[src/rtl/evt_pc_pkg.sv]
package evt_pc_pkg;

   typedef struct packed {
      logic [7:0] thresh;
      logic [7:0] flags;
      logic [7:0] umask;
      logic [7:0] evsel;
   } pc_fn_t;

   localparam int unsigned FL_USER = 0;
   localparam int unsigned FL_KERN = 1;
   localparam int unsigned FL_EDGE = 2;
   localparam int unsigned FL_EN   = 6;
   localparam int unsigned FL_INV  = 7;

   localparam logic [7:0] FL_LEGAL = 8'hC7;

   function automatic pc_fn_t pc_clean(input logic [31:0] raw);
      pc_fn_t f;
      f        = pc_fn_t'(raw);
      f.flags  = f.flags & FL_LEGAL;
      return f;
   endfunction

endpackage

[src/rtl/evt_pc_tsc.sv]
module evt_pc_tsc #(
   parameter int unsigned TSC_W = 64
) (
   input  logic             clk,
   input  logic             rst_n,
   output logic [TSC_W-1:0] tsc_q
);
   always_ff @(posedge clk) begin
      if (!rst_n) tsc_q <= '0;
      else        tsc_q <= tsc_q + TSC_W'(1);
   end
endmodule

[src/rtl/evt_pc_unit.sv]
module evt_pc_unit
   import evt_pc_pkg::*;
#(
   parameter int unsigned CTR_W   = 40,
   parameter int unsigned EC_W    = 4,
   parameter int unsigned NUM_EVT = 8
) (
   input  logic                      clk,
   input  logic                      rst_n,
   input  logic                      fn_wr,
   input  pc_fn_t                    fn_wdata,
   input  logic                      glob_en,
   input  logic                      in_kernel,
   input  logic [NUM_EVT*EC_W-1:0]   evt_bus,
   output pc_fn_t                    fn_q,
   output logic [CTR_W-1:0]          ctr_q
);
   localparam int unsigned CMP_W = (EC_W > 8) ? EC_W : 8;

   logic [EC_W-1:0]  sel_cnt;
   logic [CMP_W-1:0] cnt_w, thr_w;
   logic             thr_zero, thr_hit, inv_hit, qual, mode_ok, qual_m;
   logic             full_step, bump, prev_q;
   logic [CTR_W-1:0] incr;

   always_comb begin
      sel_cnt = '0;
      for (int e = 0; e < NUM_EVT; e++) begin
         if (fn_q.evsel == 8'(e)) sel_cnt = evt_bus[e*EC_W +: EC_W];
      end
   end

   always_comb begin
      cnt_w     = CMP_W'(sel_cnt);
      thr_w     = CMP_W'(fn_q.thresh);
      thr_zero  = (fn_q.thresh == 8'd0);
      thr_hit   = thr_zero ? (sel_cnt != '0) : (cnt_w >= thr_w);
      inv_hit   = (cnt_w <= thr_w);
      qual      = fn_q.flags[FL_INV] ? inv_hit : thr_hit;
      mode_ok   = in_kernel ? fn_q.flags[FL_KERN] : fn_q.flags[FL_USER];
      qual_m    = qual & mode_ok;
      full_step = thr_zero & ~fn_q.flags[FL_INV] & ~fn_q.flags[FL_EDGE];
      incr      = full_step ? CTR_W'(sel_cnt) : CTR_W'(1);
      bump      = glob_en & fn_q.flags[FL_EN] &
                  (fn_q.flags[FL_EDGE] ? (qual_m & ~prev_q) : qual_m);
   end

   always_ff @(posedge clk) begin
      if (!rst_n) begin
         fn_q   <= '0;
         ctr_q  <= '0;
         prev_q <= 1'b0;
      end else begin
         if (fn_wr) begin
            fn_q   <= fn_wdata;
            prev_q <= 1'b0;
         end else begin
            prev_q <= qual_m;
         end
         if (bump) ctr_q <= ctr_q + incr;
      end
   end
endmodule

[src/rtl/evt_perf_bank.sv]
module evt_perf_bank
   import evt_pc_pkg::*;
#(
   parameter int unsigned NUM_CTR = 4,
   parameter int unsigned CTR_W   = 40,
   parameter int unsigned TSC_W   = 64,
   parameter int unsigned EC_W    = 4,
   parameter int unsigned NUM_EVT = 8,
   localparam int unsigned IW     = (NUM_CTR > 1) ? $clog2(NUM_CTR) : 1,
   localparam int unsigned AW     = $clog2(2*NUM_CTR + 1)
) (
   input  logic                      clk,
   input  logic                      rst_n,
   input  logic [NUM_EVT*EC_W-1:0]   evt_cnt,
   input  logic                      in_kernel,
   input  logic                      fn_we,
   input  logic [IW-1:0]             fn_idx,
   input  logic [31:0]               fn_wdata,
   input  logic [AW-1:0]             rd_addr,
   output logic [TSC_W-1:0]          rd_data,
   input  logic                      snap_req,
   output logic                      snap_valid,
   output logic [TSC_W-1:0]          snap_tsc,
   output logic [NUM_CTR*CTR_W-1:0]  snap_ctr
);
   if (CTR_W < EC_W || CTR_W > TSC_W) begin : g_bad_ctr_w
      $error("CTR_W must lie between EC_W and TSC_W");
   end
   if (TSC_W < 32) begin : g_bad_tsc_w
      $error("TSC_W must be at least 32");
   end
   if (NUM_EVT < 1 || NUM_EVT > 256) begin : g_bad_evt
      $error("NUM_EVT must be 1..256");
   end
   if (NUM_CTR < 1) begin : g_bad_ctr
      $error("NUM_CTR must be at least 1");
   end

   pc_fn_t                   fn_arr [NUM_CTR];
   logic [NUM_CTR*32-1:0]    fn_flat;
   logic [NUM_CTR*CTR_W-1:0] ctr_flat;
   logic [TSC_W-1:0]         tsc_q;
   logic                     glob_en;
   pc_fn_t                   fn_clean;

   assign fn_clean = pc_clean(fn_wdata);
   assign glob_en  = fn_arr[0].flags[FL_EN];

   for (genvar i = 0; i < NUM_CTR; i++) begin : g_ctr
      logic wr_this;
      assign wr_this = fn_we && (fn_idx == IW'(i));
      evt_pc_unit #(
         .CTR_W   (CTR_W),
         .EC_W    (EC_W),
         .NUM_EVT (NUM_EVT)
      ) u_unit (
         .clk       (clk),
         .rst_n     (rst_n),
         .fn_wr     (wr_this),
         .fn_wdata  (fn_clean),
         .glob_en   (glob_en),
         .in_kernel (in_kernel),
         .evt_bus   (evt_cnt),
         .fn_q      (fn_arr[i]),
         .ctr_q     (ctr_flat[i*CTR_W +: CTR_W])
      );
      assign fn_flat[i*32 +: 32] = fn_arr[i];
   end

   evt_pc_tsc #(.TSC_W(TSC_W)) u_tsc (
      .clk   (clk),
      .rst_n (rst_n),
      .tsc_q (tsc_q)
   );

   always_comb begin
      rd_data = '0;
      for (int i = 0; i < NUM_CTR; i++) begin
         if (rd_addr == AW'(i))
            rd_data = TSC_W'(fn_flat[i*32 +: 32]);
         if (rd_addr == AW'(NUM_CTR + i))
            rd_data = TSC_W'(ctr_flat[i*CTR_W +: CTR_W]);
      end
      if (rd_addr == AW'(2*NUM_CTR)) rd_data = tsc_q;
   end

   always_ff @(posedge clk) begin
      if (!rst_n) begin
         snap_valid <= 1'b0;
         snap_tsc   <= '0;
         snap_ctr   <= '0;
      end else begin
         snap_valid <= snap_req;
         if (snap_req) begin
            snap_tsc <= tsc_q;
            snap_ctr <= ctr_flat;
         end
      end
   end
endmodule

[config.mk]
export PLATFORM = sky130hd
export DESIGN_NAME = evt_perf_bank
export DESIGN_NICKNAME = d
export VERILOG_FILES = /design/src/rtl/evt_pc_pkg.sv /design/src/rtl/evt_pc_tsc.sv /design/src/rtl/evt_pc_unit.sv /design/src/rtl/evt_perf_bank.sv
export SDC_FILE = /design/constraint.sdc
export NUM_CORES = 1
export LEC_CHECK = 0
export BUFFER_PORTS_ARGS = -buffer_cell sky130_fd_sc_hd__buf_2
export CAP_MARGIN = 20
export CORE_MARGIN = 1
export CORE_UTILIZATION = 40
export CTS_CLUSTER_SIZE = 16
export DETAILED_ROUTE_END_ITERATION = 8
export GPL_ROUTABILITY_DRIVEN = 0
export GPL_TIMING_DRIVEN = 0
export PLACE_DENSITY = 0.59
export SETUP_SLACK_MARGIN = 0.15
export SKIP_LAST_GASP = 1
export SYNTH_ARGS = -nofsm -noshare
export SYNTH_HDL_FRONTEND = slang
export SYNTH_SLANG_ARGS = --single-unit
[constraint.sdc]
create_clock -name clk -period 8.6 [get_ports clk]
set_input_delay 0.86 -clock clk [delete_from_list [all_inputs] [get_ports clk]]
set_output_delay 0.86 -clock clk [all_outputs]
set_load 0.01 [all_outputs]
==> summary.txt <==
Run status
  • Run status: completed

Cells and area
  • Register Area: approximately 0.011 mm^2
  • Post-Layout Cell Count: about 4700
  • Share of layout cells above drive strength 1: 0.141
  • Area grow syn2layout: 18.2%
  • Filler Cells Inserted: around 6900
  • Nets@finish: 3892
  • Footprint of the multi-input gates: around 0.015 mm^2

Routing
  • Routed Wire Length: approximately 110000 um
  • Drt initial violations: ~2700
  • Remaining DRCs: 0
  • Vias per cell: ~5.7
  • Antenna Violating Nets Remaining: 0
  • Via count: 27100
  • DRT Pass-1 Iters: 6
  • Drt wl/cell: between 20 and 25 um

Logic synthesis
  • Post-Syn Area per Cell: roughly 8.3 um^2
  • Register bit total from synthesis: ~570
  • Synth Instances: roughly 3400
  • Netlist Area Pre-Place: roughly 0.028 mm^2
  • Number of enable flip-flop cells after synthesis: 0
  • Synth unique cells: 74
  • Synth Flop Type: dfxtp_1
  • Asr flop ratio synth: 0
  • Register area share after synthesis: 0.412
  • Ys Warns: 0
  • Mapped Nets: 3465

Clock tree
  • Reg clk slew, reported paths: ~60 ps
  • Worst-skew pair later-pin latency: 670 ps
  • Clock Tree Buf Depth: 3
  • H-tree Lvls: 2
  • Resized cells post-CTS: 0
  • Post-CTS Hold Buffers: 0
  • Number of CTS-inserted buffers: ~60
  • CTS tree: done
  • Setup repair bufs after CTS: 0
  • Clock root buffer master: clkbuf_16
  • Clock sink count: roughly 570

Floorplan
  • Die Width: between 200 and 300 um
  • Die area: 0.0702 mm^2
  • Initial core utilization: 0.404
  • Rows: 96
  • Die Y: 265 um
  • Core area: just under 0.07 mm^2
  • Ports: about 360

Timing
  • F_max: about 190 MHz
  • Final Setup Violations: 0
  • Hold Fails Final Rpt: 0
  • Min Hold Slack: ~460 ps
  • Slew HR: 0.129
  • RSZ-0062 raised after global routing: false
  • Fin crit period: approximately 5400 ps
  • Final max-slew violation count: 0
  • Final Skew: between 30 and 40 ps
  • Tcrit/Tclk final: 0.624
  • Setup TNS: 0 ps
  • Slew @ Worst Pin: ~1300 ps

Place
  • Post-DP HPWL: 83800 um
  • Input/output buffers: 358
  • Placed Cells: 4598

GRT
  • First-pass GRT wire length: 158000 um
  • Overflow left after global routing: 0
  • Largest net degree at the start of global routing: 19
  • Initial antenna violation count: 9
  • Gr usage total: 0.296
  • Vias in the first global route: about 25000

Worst setup path
  • Worst EP required: ~9200 ps
  • Worst setup SP type: flop
  • CP arrival: 5960 ps
  • CP Class: flop to flop
  • CP max FO: 10
  • CP Capture Type: flop
  • Reg2reg start: g_ctr[3].u_unit.fn_q[1]$_SDFFE_PN0P_
  • Worst Setup SP: g_ctr[3].u_unit.fn_q[1]$_SDFFE_PN0P_
  • R2R Setup Slk: between 3000 and 4000 ps

Worst hold path
  • Min-Delay Path Class: flop to flop
  • Min-delay src: g_ctr[2].u_unit.fn_q[8]$_SDFFE_PN0P_

Job
  • Max Cap Viol: 0

Pwr
  • Static Leak: ~13 nW
  • Worst IR Drop VDD: approximately 170 uV
  • Pwr/cell area: around 180 mW/mm^2
[registers in the layout (all words and copies together) (netlist names)]
name / cells
g_ctr.u_unit.ctr_q: 160
g_ctr.u_unit.fn_q: 84
g_ctr.u_unit.prev_q: 4
g_ctr.u_unit.thr_w: 32
snap_ctr: 160
snap_tsc: 64
snap_valid: 1
u_tsc.tsc_q: 64
[routing by layer]
| layer | GRT usage | up-vias | routed length, um |
|---|---|---|---|
| met4 | 0.131 | 6 | 5130 |
| met1 | 0.400 | 12900 | 46000 |
| met5 | 0 | - | 41 |
| met2 | 0.459 | 1155 | 47200 |
| met3 | 0.0559 | 255 | 9000 |
| li1 | - | 12700 | - |
[cell usage in the layout (no fill, tap or decap), types with 23 or more instances in the layout]
cell type / n
dfxtp_1: 569
nor2_1: 455
nand2_1: 417
buf_2: 379
a21oi_1: 301
mux2i_1: 278
clkbuf_1: 192
o21ai_0: 131
nand3_1: 91
xor2_1: 65
clkbuf_16: 61
inv_1: 55
or3_1: 51
nand4_1: 50
and3_1: 49
and2_1: 46
or4_1: 44
o31ai_1: 38
a22oi_1: 37
ha_1: 33
nor4_1: 32
nor3_1: 29
xnor2_1: 26
and4_1: 25
nand2b_1: 24
nor2b_1: 23
[area by class of cell]
type | instances | share of cell area
sequential | 569 | 0.348
tap | 882 | 0.0337
antenna | 4 | 0.000306
multi-input combinational | 2495 | 0.462
inverter | 56 | 0.00643
clock inverter | 36 | 0.0124
buffer | 233 | 0.0296
timing repair buffer | 364 | 0.0572
clock buffer | 75 | 0.0504
[critical path, stage by stage (launching register included)]
cell and delay, ps:
dfxtp_1 370, buf_6 170, buf_2 270, mux2i_1 220, a2bb2oi_1 190, a21oi_1 90, o21ai_0 1030, inv_1 160
ha_1 350, nor2b_1 140, o21a_1 160, o21a_1 190, o211a_1 230, o21ai_1 510, nand4_2 380, clkbuf_1 330
or3_1 380, a21oi_1 150
[synthesized netlist by cell type, drive strengths merged (11+ instances only)]
cell type,n,share of area
dfxtp,569,0.41
nor2,455,0.062
nand2,417,0.057
a21oi,301,0.054
mux2i,278,0.10
clkbuf,185,0.025
o21ai,137,0.025
nand3,91,0.016
xor2,65,0.021
inv,55,0.0075
nand4,53,0.013
or3,51,0.012
and3,49,0.011
buf,48,0.0099
and2,47,0.011
or4,44,0.012
o31ai,38,0.010
a22oi,37,0.010
ha,33,0.015
nor4,33,0.0077
nor3,29,0.0052
xnor2,26,0.0082
and4,25,0.0079
nand2b,24,0.0054
nor2b,23,0.0052
a211oi,22,0.0063
a221oi,22,0.0070
o21a,18,0.0049
a31oi,17,0.0038
o22ai,17,0.0038
a21o,14,0.0038
mux2,11,0.0045
mux4,11,0.0090
o2111ai,11,0.0035
[power by group]
group / switching [mW] / internal [mW] / leakage (nW)
Clock: 1.17 / 1.55 / 1.02
Combinational: 0.361 / 0.170 / 7.80
Sequential: 0.0198 / 2.66 / 4.59
Total: 1.55 / 4.37 / 13.4
[path summary, 6_finish.rpt]
kind	endpoint	depth (start not counted)
hold / removal	g_ctr[2].u_unit.fn_q[8]$_SDFFE_PN0P_	2
hold reg to reg	g_ctr[2].u_unit.fn_q[8]$_SDFFE_PN0P_	2
setup reg to reg	g_ctr[3].u_unit.ctr_q[10]$_SDFFE_PN0P_	17
setup / recovery	g_ctr[3].u_unit.ctr_q[10]$_SDFFE_PN0P_	17
[logic make-up after synthesis]
kind of cell | synth area share
AO/OA/AOI/OAI | 0.151
XOR/XNOR | 0.0288
flip-flops | 0.412
AND/OR/NAND/NOR | 0.234
buffers and inverters | 0.0425
multiplexers | 0.114
adder cells (fa/ha/maj) | 0.0178
[through the flow]
| step | setup WS [ps] | power [mW] | util | area, um^2 |
|---|---|---|---|---|
| finish | 3240 | 5.92 | 0.478 | 32700 |
| global route | 3080 | 6.10 | 0.478 | 32700 |
| CTS | 3460 | 5.94 | 0.477 | 32700 |
| detailed placement | 3350 | 3.25 | 0.447 | 30600 |
| global placement | 3400 | 3.24 | 0.447 | 30600 |
| floorplan | 4690 | 3.04 | - | 27700 |
Power figures use the tool's default switching activity.
